File: config.mk
export PLATFORM = sky130hd
export DESIGN_NAME = bank_regfile_dec
export DESIGN_NICKNAME = d
export VERILOG_FILES = /design/src/rtl/bank_regfile_dec_pkg.sv /design/src/rtl/bank_addr_route.sv /design/src/rtl/gpr_store.sv /design/src/rtl/bank_regfile_dec.sv
export SDC_FILE = /design/constraint.sdc
export NUM_CORES = 2
export LEC_CHECK = 0
export ABC_AREA = 1
export BUFFER_PORTS_ARGS = -buffer_cell sky130_fd_sc_hd__buf_2
export CAP_MARGIN = 20
export CORE_MARGIN = 4
export CORE_UTILIZATION = 57
export CTS_CLUSTER_DIAMETER = 50
export CTS_CLUSTER_SIZE = 10
export DETAILED_ROUTE_END_ITERATION = 7
export GPL_ROUTABILITY_DRIVEN = 0
export HOLD_SLACK_MARGIN = 0.12
export PLACE_DENSITY_LB_ADDON = 0.12
export SLEW_MARGIN = 20
export SYNTH_ARGS = -nofsm -noshare
export SYNTH_HDL_FRONTEND = slang
export SYNTH_SLANG_ARGS = --single-unit
File: constraint.sdc
create_clock -name clk -period 6 [get_ports clk]
set_input_delay 1.2 -clock clk [delete_from_list [all_inputs] [get_ports clk]]
set_output_delay 1.2 -clock clk [all_outputs]
set_load 0.05 [all_outputs]
File: src/rtl/bank_regfile_dec_pkg.sv
package bank_regfile_dec_pkg;
    localparam int OP_W      = 7;
    localparam int DW        = 8;
    localparam int EA_W      = OP_W + 2;
    localparam int GPR_DEPTH = 128;
    localparam int IDX_W     = $clog2(GPR_DEPTH);

    localparam logic [OP_W-1:0] SFR_SPAN    = 7'h20;
    localparam logic [OP_W-1:0] PTR_OFS     = 7'h04;
    localparam logic [OP_W-1:0] B1_RAM_END  = 7'h40;
    localparam logic [OP_W-1:0] MIRROR_BASE = 7'h70;

    typedef enum logic [1:0] {
        TGT_NONE = 2'd0,
        TGT_PTR  = 2'd1,
        TGT_SFR  = 2'd2,
        TGT_GPR  = 2'd3
    } tgt_e;

    typedef struct packed {
        tgt_e             tgt;
        logic [IDX_W-1:0] idx;
        logic [EA_W-1:0]  ea;
    } route_t;
endpackage

File: src/rtl/bank_addr_route.sv
module bank_addr_route
    import bank_regfile_dec_pkg::*;
#(
    parameter bit MIRROR_EN = 1'b1
) (
    input  logic [OP_W-1:0] op_addr,
    input  logic [1:0]      bank_sel,
    input  logic            ptr_hi,
    input  logic [OP_W:0]   ptr_q,
    output route_t          route
);
    localparam logic [OP_W-1:0] B0_BASE = SFR_SPAN;
    localparam logic [OP_W-1:0] B1_OFFS = 7'h40;

    logic            indirect;
    logic [EA_W-1:0] ea;
    logic [OP_W-1:0] lo;
    logic [1:0]      bk;
    logic            mirror_hit;

    assign indirect = (op_addr == '0);
    assign ea       = indirect ? {ptr_hi, ptr_q} : {bank_sel, op_addr};
    assign lo       = ea[OP_W-1:0];
    assign bk       = ea[EA_W-1:EA_W-2];

    generate
        if (MIRROR_EN) begin : g_mirror
            assign mirror_hit = (bk == 2'd1) && (lo >= MIRROR_BASE);
        end else begin : g_no_mirror
            assign mirror_hit = 1'b0;
        end
    endgenerate

    always_comb begin
        route.ea  = ea;
        route.tgt = TGT_NONE;
        route.idx = '0;
        if (lo == '0) begin
            route.tgt = TGT_NONE;
        end else if (lo == PTR_OFS) begin
            route.tgt = TGT_PTR;
        end else if (lo < SFR_SPAN) begin
            route.tgt = TGT_SFR;
        end else if (bk == 2'd0 || mirror_hit) begin
            route.tgt = TGT_GPR;
            route.idx = lo - B0_BASE;
        end else if (bk == 2'd1 && lo < B1_RAM_END) begin
            route.tgt = TGT_GPR;
            route.idx = lo + B1_OFFS;
        end
    end
endmodule

File: src/rtl/gpr_store.sv
module gpr_store
    import bank_regfile_dec_pkg::*;
#(
    parameter int DEPTH = GPR_DEPTH,
    parameter int W     = DW
) (
    input  logic                     clk,
    input  logic                     rst_n,
    input  logic                     we,
    input  logic [$clog2(DEPTH)-1:0] idx,
    input  logic [W-1:0]             wdata,
    output logic [W-1:0]             rdata
);
    logic [W-1:0] mem_d [DEPTH];
    logic [W-1:0] mem_q [DEPTH];

    always_comb begin
        mem_d = mem_q;
        if (we) begin
            mem_d[idx] = wdata;
        end
    end

    always_ff @(posedge clk or negedge rst_n) begin
        if (!rst_n) begin
            for (int i = 0; i < DEPTH; i++) begin
                mem_q[i] <= '0;
            end
        end else begin
            mem_q <= mem_d;
        end
    end

    assign rdata = mem_q[idx];

    // a write lands on the addressed byte by the next cycle
    assert_write_lands_R2: assert property (@(posedge clk) disable iff (!rst_n)
        we |=> (mem_q[$past(idx)] == $past(wdata)));
endmodule

File: src/rtl/bank_regfile_dec.sv
module bank_regfile_dec
    import bank_regfile_dec_pkg::*;
(
    input  logic            clk,
    input  logic            rst_n,
    input  logic [6:0]      op_addr,
    input  logic [1:0]      bank_sel,
    input  logic            ptr_hi,
    input  logic            rd_en,
    input  logic            wr_en,
    input  logic [7:0]      wr_data,
    output logic [7:0]      rd_data,
    output logic [8:0]      sfr_addr,
    output logic            sfr_rd,
    output logic            sfr_wr,
    output logic [7:0]      sfr_wdata,
    input  logic [7:0]      sfr_rdata
);
    typedef struct packed {
        logic [OP_W:0] ptr;
        logic [DW-1:0] rdat;
    } state_t;

    state_t        st_d, st_q;
    route_t        route;
    logic [DW-1:0] mem_rdata;
    logic          mem_we;

    bank_addr_route #(.MIRROR_EN(1'b1)) u_route (
        .op_addr  (op_addr),
        .bank_sel (bank_sel),
        .ptr_hi   (ptr_hi),
        .ptr_q    (st_q.ptr),
        .route    (route)
    );

    assign mem_we = wr_en && (route.tgt == TGT_GPR);

    gpr_store #(.DEPTH(GPR_DEPTH), .W(DW)) u_store (
        .clk   (clk),
        .rst_n (rst_n),
        .we    (mem_we),
        .idx   (route.idx),
        .wdata (wr_data),
        .rdata (mem_rdata)
    );

    assign sfr_addr  = route.ea;
    assign sfr_rd    = rd_en && (route.tgt == TGT_SFR);
    assign sfr_wr    = wr_en && (route.tgt == TGT_SFR);
    assign sfr_wdata = wr_data;

    always_comb begin
        st_d      = st_q;
        st_d.rdat = '0;
        if (rd_en) begin
            unique case (route.tgt)
                TGT_GPR:  st_d.rdat = mem_rdata;
                TGT_PTR:  st_d.rdat = st_q.ptr;
                TGT_SFR:  st_d.rdat = sfr_rdata;
                default:  st_d.rdat = '0;
            endcase
        end
        if (wr_en && route.tgt == TGT_PTR) begin
            st_d.ptr = wr_data;
        end
    end

    always_ff @(posedge clk or negedge rst_n) begin
        if (!rst_n) begin
            st_q <= '0;
        end else begin
            st_q <= st_d;
        end
    end

    assign rd_data = st_q.rdat;

    // port strobes only carry special function offsets
    assert_sfr_window_R6: assert property (@(posedge clk) disable iff (!rst_n)
        (sfr_rd || sfr_wr) |-> (sfr_addr[6:0] != 7'h00 && sfr_addr[6:0] != 7'h04
                                && sfr_addr[6:0] < 7'h20));

    // pointer holds without a write strobe
    assert_ptr_hold_R5: assert property (@(posedge clk) disable iff (!rst_n)
        !wr_en |=> $stable(st_q.ptr));

    // idle cycle gives zero read data
    assert_idle_zero_R8: assert property (@(posedge clk) disable iff (!rst_n)
        !rd_en |=> (rd_data == 8'h00));

    // alias read through a zero pointer offset returns zero
    assert_alias_zero_R7: assert property (@(posedge clk) disable iff (!rst_n)
        (rd_en && op_addr == 7'h00 && st_q.ptr[6:0] == 7'h00) |=> (rd_data == 8'h00));
endmodule

### Word level (Yosys, flattened, before mapping)

Cells that the tools add are included.
W data, S select, Z words.

* flip-flop bits (word level): 1040
* bits of input ports: 30
* word-level logic and storage cells: 171

* $add $sub $neg: 2
* order comparisons: 5
* equal/unequal tests: 5
* muxes and demuxes: 17
* bitwise logic cells: 1
* reductions and logical operators: 11

Operator list (number)
* $bwmux W1024: 1
* $bmux W8 S7: 1
* $demux W8 S7: 1
* $mux W8: 4
* $mux W9: 3
* $pmux W8 S3: 1
* $mux W7: 3
* $logic_not A7 Y1: 2
* $ge A8 B8 Y1 const B: 1
* $lt A8 B1 Y1 const B: 1
* $not A7 Y8: 1
* $add A7 B7 Y7 const B: 1
* $eq A7 B3 Y1 const B: 1
* $ge A7 B7 Y1 const B: 1
* $logic_and A1 B1 Y1: 7
* $lt A7 B6 Y1 const B: 1
* $lt A7 B7 Y1 const B: 1
* $sub A7 B6 Y7 const B: 1
* $mux W2: 3
* $eq A2 B1 Y1 const B: 2
* $eq A2 B2 Y1 const B: 2
* $logic_not A2 Y1: 1
* $logic_or A1 B1 Y1: 1

### Depth between registers and ports, before layout

* depth in word-level cells: 15
* gate-level depth with buffers: 30

### By module

A second synthesis with hierarchy kept.

* cells, all modules: 6871
* area total of the unflattened synthesis: 50135.6 um2

Modules (own cells, without submodules)
* gpr_store: times used 1, cells an instance 6673, area each 48689.2 um2, sequential area each 25624.6 um2
* bank_regfile_dec: times used 1, cells an instance 119, area each 1004.7 um2, sequential area each 400.4 um2
* bank_addr_route: times used 1, cells an instance 79, area each 441.7 um2, sequential area each 0.0 um2

### Least setup slack after synthesis

Ideal clock, no wire load.

* path type: input -> output
* from: input op_addr[6]
* to: output sfr_rd
* arrival: 3960 ps
* path slack: 840 ps
* cell stages on the path: 14
* path buffers: 3
* cells stage by stage: nor2_1 > nand2_1 > nor2_2 > buf_4 > nand2_1 > nand2_1 > inv_1 > ha_1 > clkinv_1 > clkbuf_1 > buf_1 > nor2_1 > inv_1 > nor2_1

* word-level cells in the longest chain between the ends: 11

RTL lines
* start, declared: line bank_regfile_dec.sv:6 `input logic [6:0] op_addr,`
* $logic_not A7 Y1 *: line bank_addr_route.sv:21 `assign indirect = (op_addr == '0);`
* $mux W9 *: line bank_addr_route.sv:22 `assign ea = indirect ? {ptr_hi, ptr_q} : {bank_sel, op_addr};`
* net sfr_addr[5]: line bank_regfile_dec.sv:13 `output logic [8:0] sfr_addr,`
* $lt A7 B7 Y1 / $ge A7 B7 Y1 (equally long branches): line bank_addr_route.sv:47, bank_addr_route.sv:28
* $logic_and A1 B1 Y1, on equally long branches: line bank_addr_route.sv:47, bank_addr_route.sv:28
* $mux W9 / $logic_or A1 B1 Y1 (equally long branches): line bank_addr_route.sv:47, bank_addr_route.sv:44
* $mux W9: line bank_addr_route.sv:44 `end else if (bk == 2'd0 || mirror_hit) begin`
* $mux W2: line bank_addr_route.sv:42 `end else if (lo < SFR_SPAN) begin`
* $mux W2: line bank_addr_route.sv:40 `end else if (lo == PTR_OFS) begin`
* $mux W2 *: line bank_addr_route.sv:38 `if (lo == '0) begin`
* $eq A2 B2 Y1 *: line bank_regfile_dec.sv:49 `assign sfr_rd = rd_en && (route.tgt == TGT_SFR);`
* $logic_and A1 B1 Y1 *: line bank_regfile_dec.sv:49
* end, declared: line bank_regfile_dec.sv:14 `output logic sfr_rd,`

The timed path passes the listed nets; every way through them passes the cells marked *.

### Worst setup path after layout

* from: input op_addr[0]
* to: output sfr_rd

* word-level cells in the longest chain between the ends: 11

RTL lines
* $logic_not A7 Y1: line bank_addr_route.sv:21
* $mux W9 *: line bank_addr_route.sv:22
* $lt A7 B7 Y1, or another cell as far along: line bank_addr_route.sv:47 `end else if (bk == 2'd1 && lo < B1_RAM_END) begin`
* $logic_and A1 B1 Y1, on equally long branches: line bank_addr_route.sv:47, bank_addr_route.sv:28
* $mux W9 / $logic_or A1 B1 Y1 (equally long branches): line bank_addr_route.sv:47, bank_addr_route.sv:44
* $mux W9: line bank_addr_route.sv:44
* $mux W2: line bank_addr_route.sv:42
* $mux W2: line bank_addr_route.sv:40
* $mux W2 *: line bank_addr_route.sv:38
* $eq A2 B2 Y1 *: line bank_regfile_dec.sv:49
* $logic_and A1 B1 Y1 *: line bank_regfile_dec.sv:49

Every way passes the cells marked *; elsewhere a longest branch is shown, timed or not.

==> out/metrics.yaml <==
detailed_routing:
  ant_nets: 0
  wl_per_cell_um: 19.2
  firstDrtPassIters: 8
  routed_via_density: 5.62
  drtIter0Drc: 5227
  finalWirelength_mm: 148
  drc: 4
  vias: 43200
timing:
  hold_viol_final: 0
  tns_ns: 0
  hold_ws_ns: 0.474
  timing.fmax_mhz: 195
  setup_viol: 0
  grt_setup_unrepaired: "no"
  finClkSkew_ns: 0.0208
  tightest_slew_ns: 1.13
  relSlewSlack_pct: 24.8
  slew_viol_final: 0
  finalCritPeriodShare_pct: 85.4
  min_period_ns: 5.12
synthesis:
  synth-simple-area-share_pct: 24.2
  syn_avg_cell_area_um2: 7.52
  synth_top_family_by_area: "simple AND/OR/NAND/NOR gates"
  synth_cells: 6646
  synth_edf_count: 0
  synth-async-reset-ratio_pct: 100
  synthAdderAreaFrac_pct: 0.0501
  synthXorXnorAreaFrac_pct: 0.0175
  netlist.area_leader.share_pct: 52.1
  synth_ff_type: "dfrtp_1"
  synth-compound-area-share_pct: 15.3
  syn_nets: 6678
  synthTopCellsByArea: "dfrtp_1, nand2_1, o21ai_0, inv_1, clkbuf_1"
  syn_area_um2: 50000
  synth-seq-area-share_pct: 52.1
  synthMuxAreaShare_pct: 0.0601
  synth_top_area_cell: "dfrtp_1"
  synth_cell_types: 34
  ys_seq_elements: 1040
  yosysWarnings: 0
cts:
  post_cts_buffers: 0
  cts_tree: "done"
  cts_buffers: 133
  htree_num_levels: 4
  clk_path_buf_depth: 3
  root_buffer: "clkbuf_16"
  postCtsHoldBufs: 0
  clk_pin_slew_ns: 0.05
  clock_latency_ns: 0.73
  cts-resized-gates: 0
  clock_sinks: 1040
setup_path:
  regToRegSetupSlack_ns: 1.73
  timing.rr.end: "rd_data[1]"
  r2r-start: "st_q[11]"
  path_class: "primary input to primary output"
  endpoint_kind: "primary output"
  crit_arrival_ns: 3.92
  slowest_delay_ns: 0.47
  slowest_stage: "nor2_1"
  required_ns: 4.80
  cp-start-kind: "primary input"
  crit_chain: "buf_2 > nor2_1 > nand2_1 > nor2_2 > nand2_1 > nand2_2 > nor2_1 > nand3_1 > nor2_4 > nor2_2 > inv_1 > nor2_1 > inv_1 > nor2_1 > buf_2"
  cp_max_fo: 11
  cpMostUsedCell: "nor2_1"
  worstRegToRegCells: 19
min_path:
  whs_path_depth: 2
  min_to: "u_store.mem_q[896]"
  min_path_type: "flip-flop to flip-flop"
  min-delay-start: "u_store.mem_q[896]"
placed_design:
  portBuffers: 56
  dp_cells: 7497
  dpl.hpwl_mm: 89.3
power_and_ir_drop:
  leakagePower_nw: 27.1
  ir_worst_vdd_mv: 0.281
  power_density_nw_per_um2: 302
layout:
  layout_commonest_cell: "nand2_1"
  syn_to_final_growth_pct: 10.3
  final_cell_mix: "nand2_1, o21ai_0, dfrtp_1"
  fillers: 7780
  antenna_cells: 0
  final_nets: 6509
  finalNonFillerCells: 7691
  drive_gt1_share_pct: 7.27
global_routing:
  grt_max_degree: 142
  antenna_found_initial: 2
  grt_pass1_wl_mm: 233
  grt-ovfl-total: 0
  grt_usage_pct: 31.9
  first_global_vias: 40000
outcome:
  status: "finished with violations"
  violations: "DRC"
run:
  maxCapViolCount: 0
die:
  start_util_pct: 57.5
  boundaryPins: 57
  row_count: 108
  coreArea_um2: 86900
  die_w_um: 304
  fp.dieH_um: 304
  die_area_um2: 92400
-- power by group --
part	switching [W]	internal, W
registers	0.000100	0.00720
logic	0.00130	0.000482
clock network	0.00297	0.00459
-- how the worst max path moves through the flow --
stage	startpoint	end	slack (ns)	cells past startpoint
CTS	op_addr[0]	sfr_rd	0.91	15
global placement	op_addr[1]	rd_data[1]	0.70	24
detailed placement	op_addr[0]	u_store.mem_q[377]	0.64	18
global route	op_addr[1]	sfr_rd	0.65	15
finish	op_addr[0]	sfr_rd	0.88	15
floorplan	op_addr[6]	sfr_rd	0.84	14
-- per-stage QoR --
step / utilization [%] / instance area, µm² / setup WS [ns] / total power, W
floorplan: - / 50000 / 0.840 / 0.00845
global placement: 58.7 / 51000 / 0.701 / 0.00915
detailed placement: 58.7 / 51000 / 0.644 / 0.00917
CTS: 63.4 / 55100 / 0.910 / 0.0167
global route: 63.4 / 55100 / 0.645 / 0.0173
finish: 63.4 / 55100 / 0.875 / 0.0167
-- state kept, by name (all words and copies together), names as in the netlist --
signal         count
u_store.mem_q   1024
rd_data            8
st_q               8
-- final cells by class --
cell class	count	area (µm²)	area share (%)
Multi-Input combinational cell	4573	19900	36.1
Tap cell	1155	1450	2.62
Inverter	564	2140	3.88
Timing Repair Buffer	165	1520	2.76
Clock inverter	31	434	0.788
Sequential cell	1040	26000	47.3
Clock buffer	163	3640	6.60
-- logic make-up after synthesis --
logic type	Yosys count
xor gates and xnor gates	1
AOI/OAI and AO/OA	1518
DFF	1040
adders and majority gates	2
and+or+nand+nor	3049
buffers and inverters	1033
muxes	3
-- cell usage after synthesis (2+ instances only) --
cell type  instances
nand2_4            2
nand4_1          107
nand2_2           13
buf_4             20
nand2_1         2693
inv_1            547
clkinv_1           4
ha_1               2
nor2_2            19
nor2_4             3
o21ai_0         1420
o21ai_1           67
or2_2             57
nand3_1           20
inv_2             13
nor4_4             5
a22oi_1            7
clkbuf_1         332
buf_6              6
buf_1             11
a21oi_1           18
nor2_1           126
a21oi_2            2
nand3_2            2
mux2i_1            3
dfrtp_1         1040
buf_2            100
-- per-layer routing --
metal	wire length, µm	global-route usage [%]
met2	63500	46.8
met1	64000	46.3
met4	4760	10.3
met3	15300	8.86
met5	24	0
-- worst max-delay path: cells and delay by family --
family                 cells  cell delay (ns)
and+or+nand+nor           11             2.11
buffers and inverters      4             0.61
No activity file was read; power rests on OpenSTA's default activity.
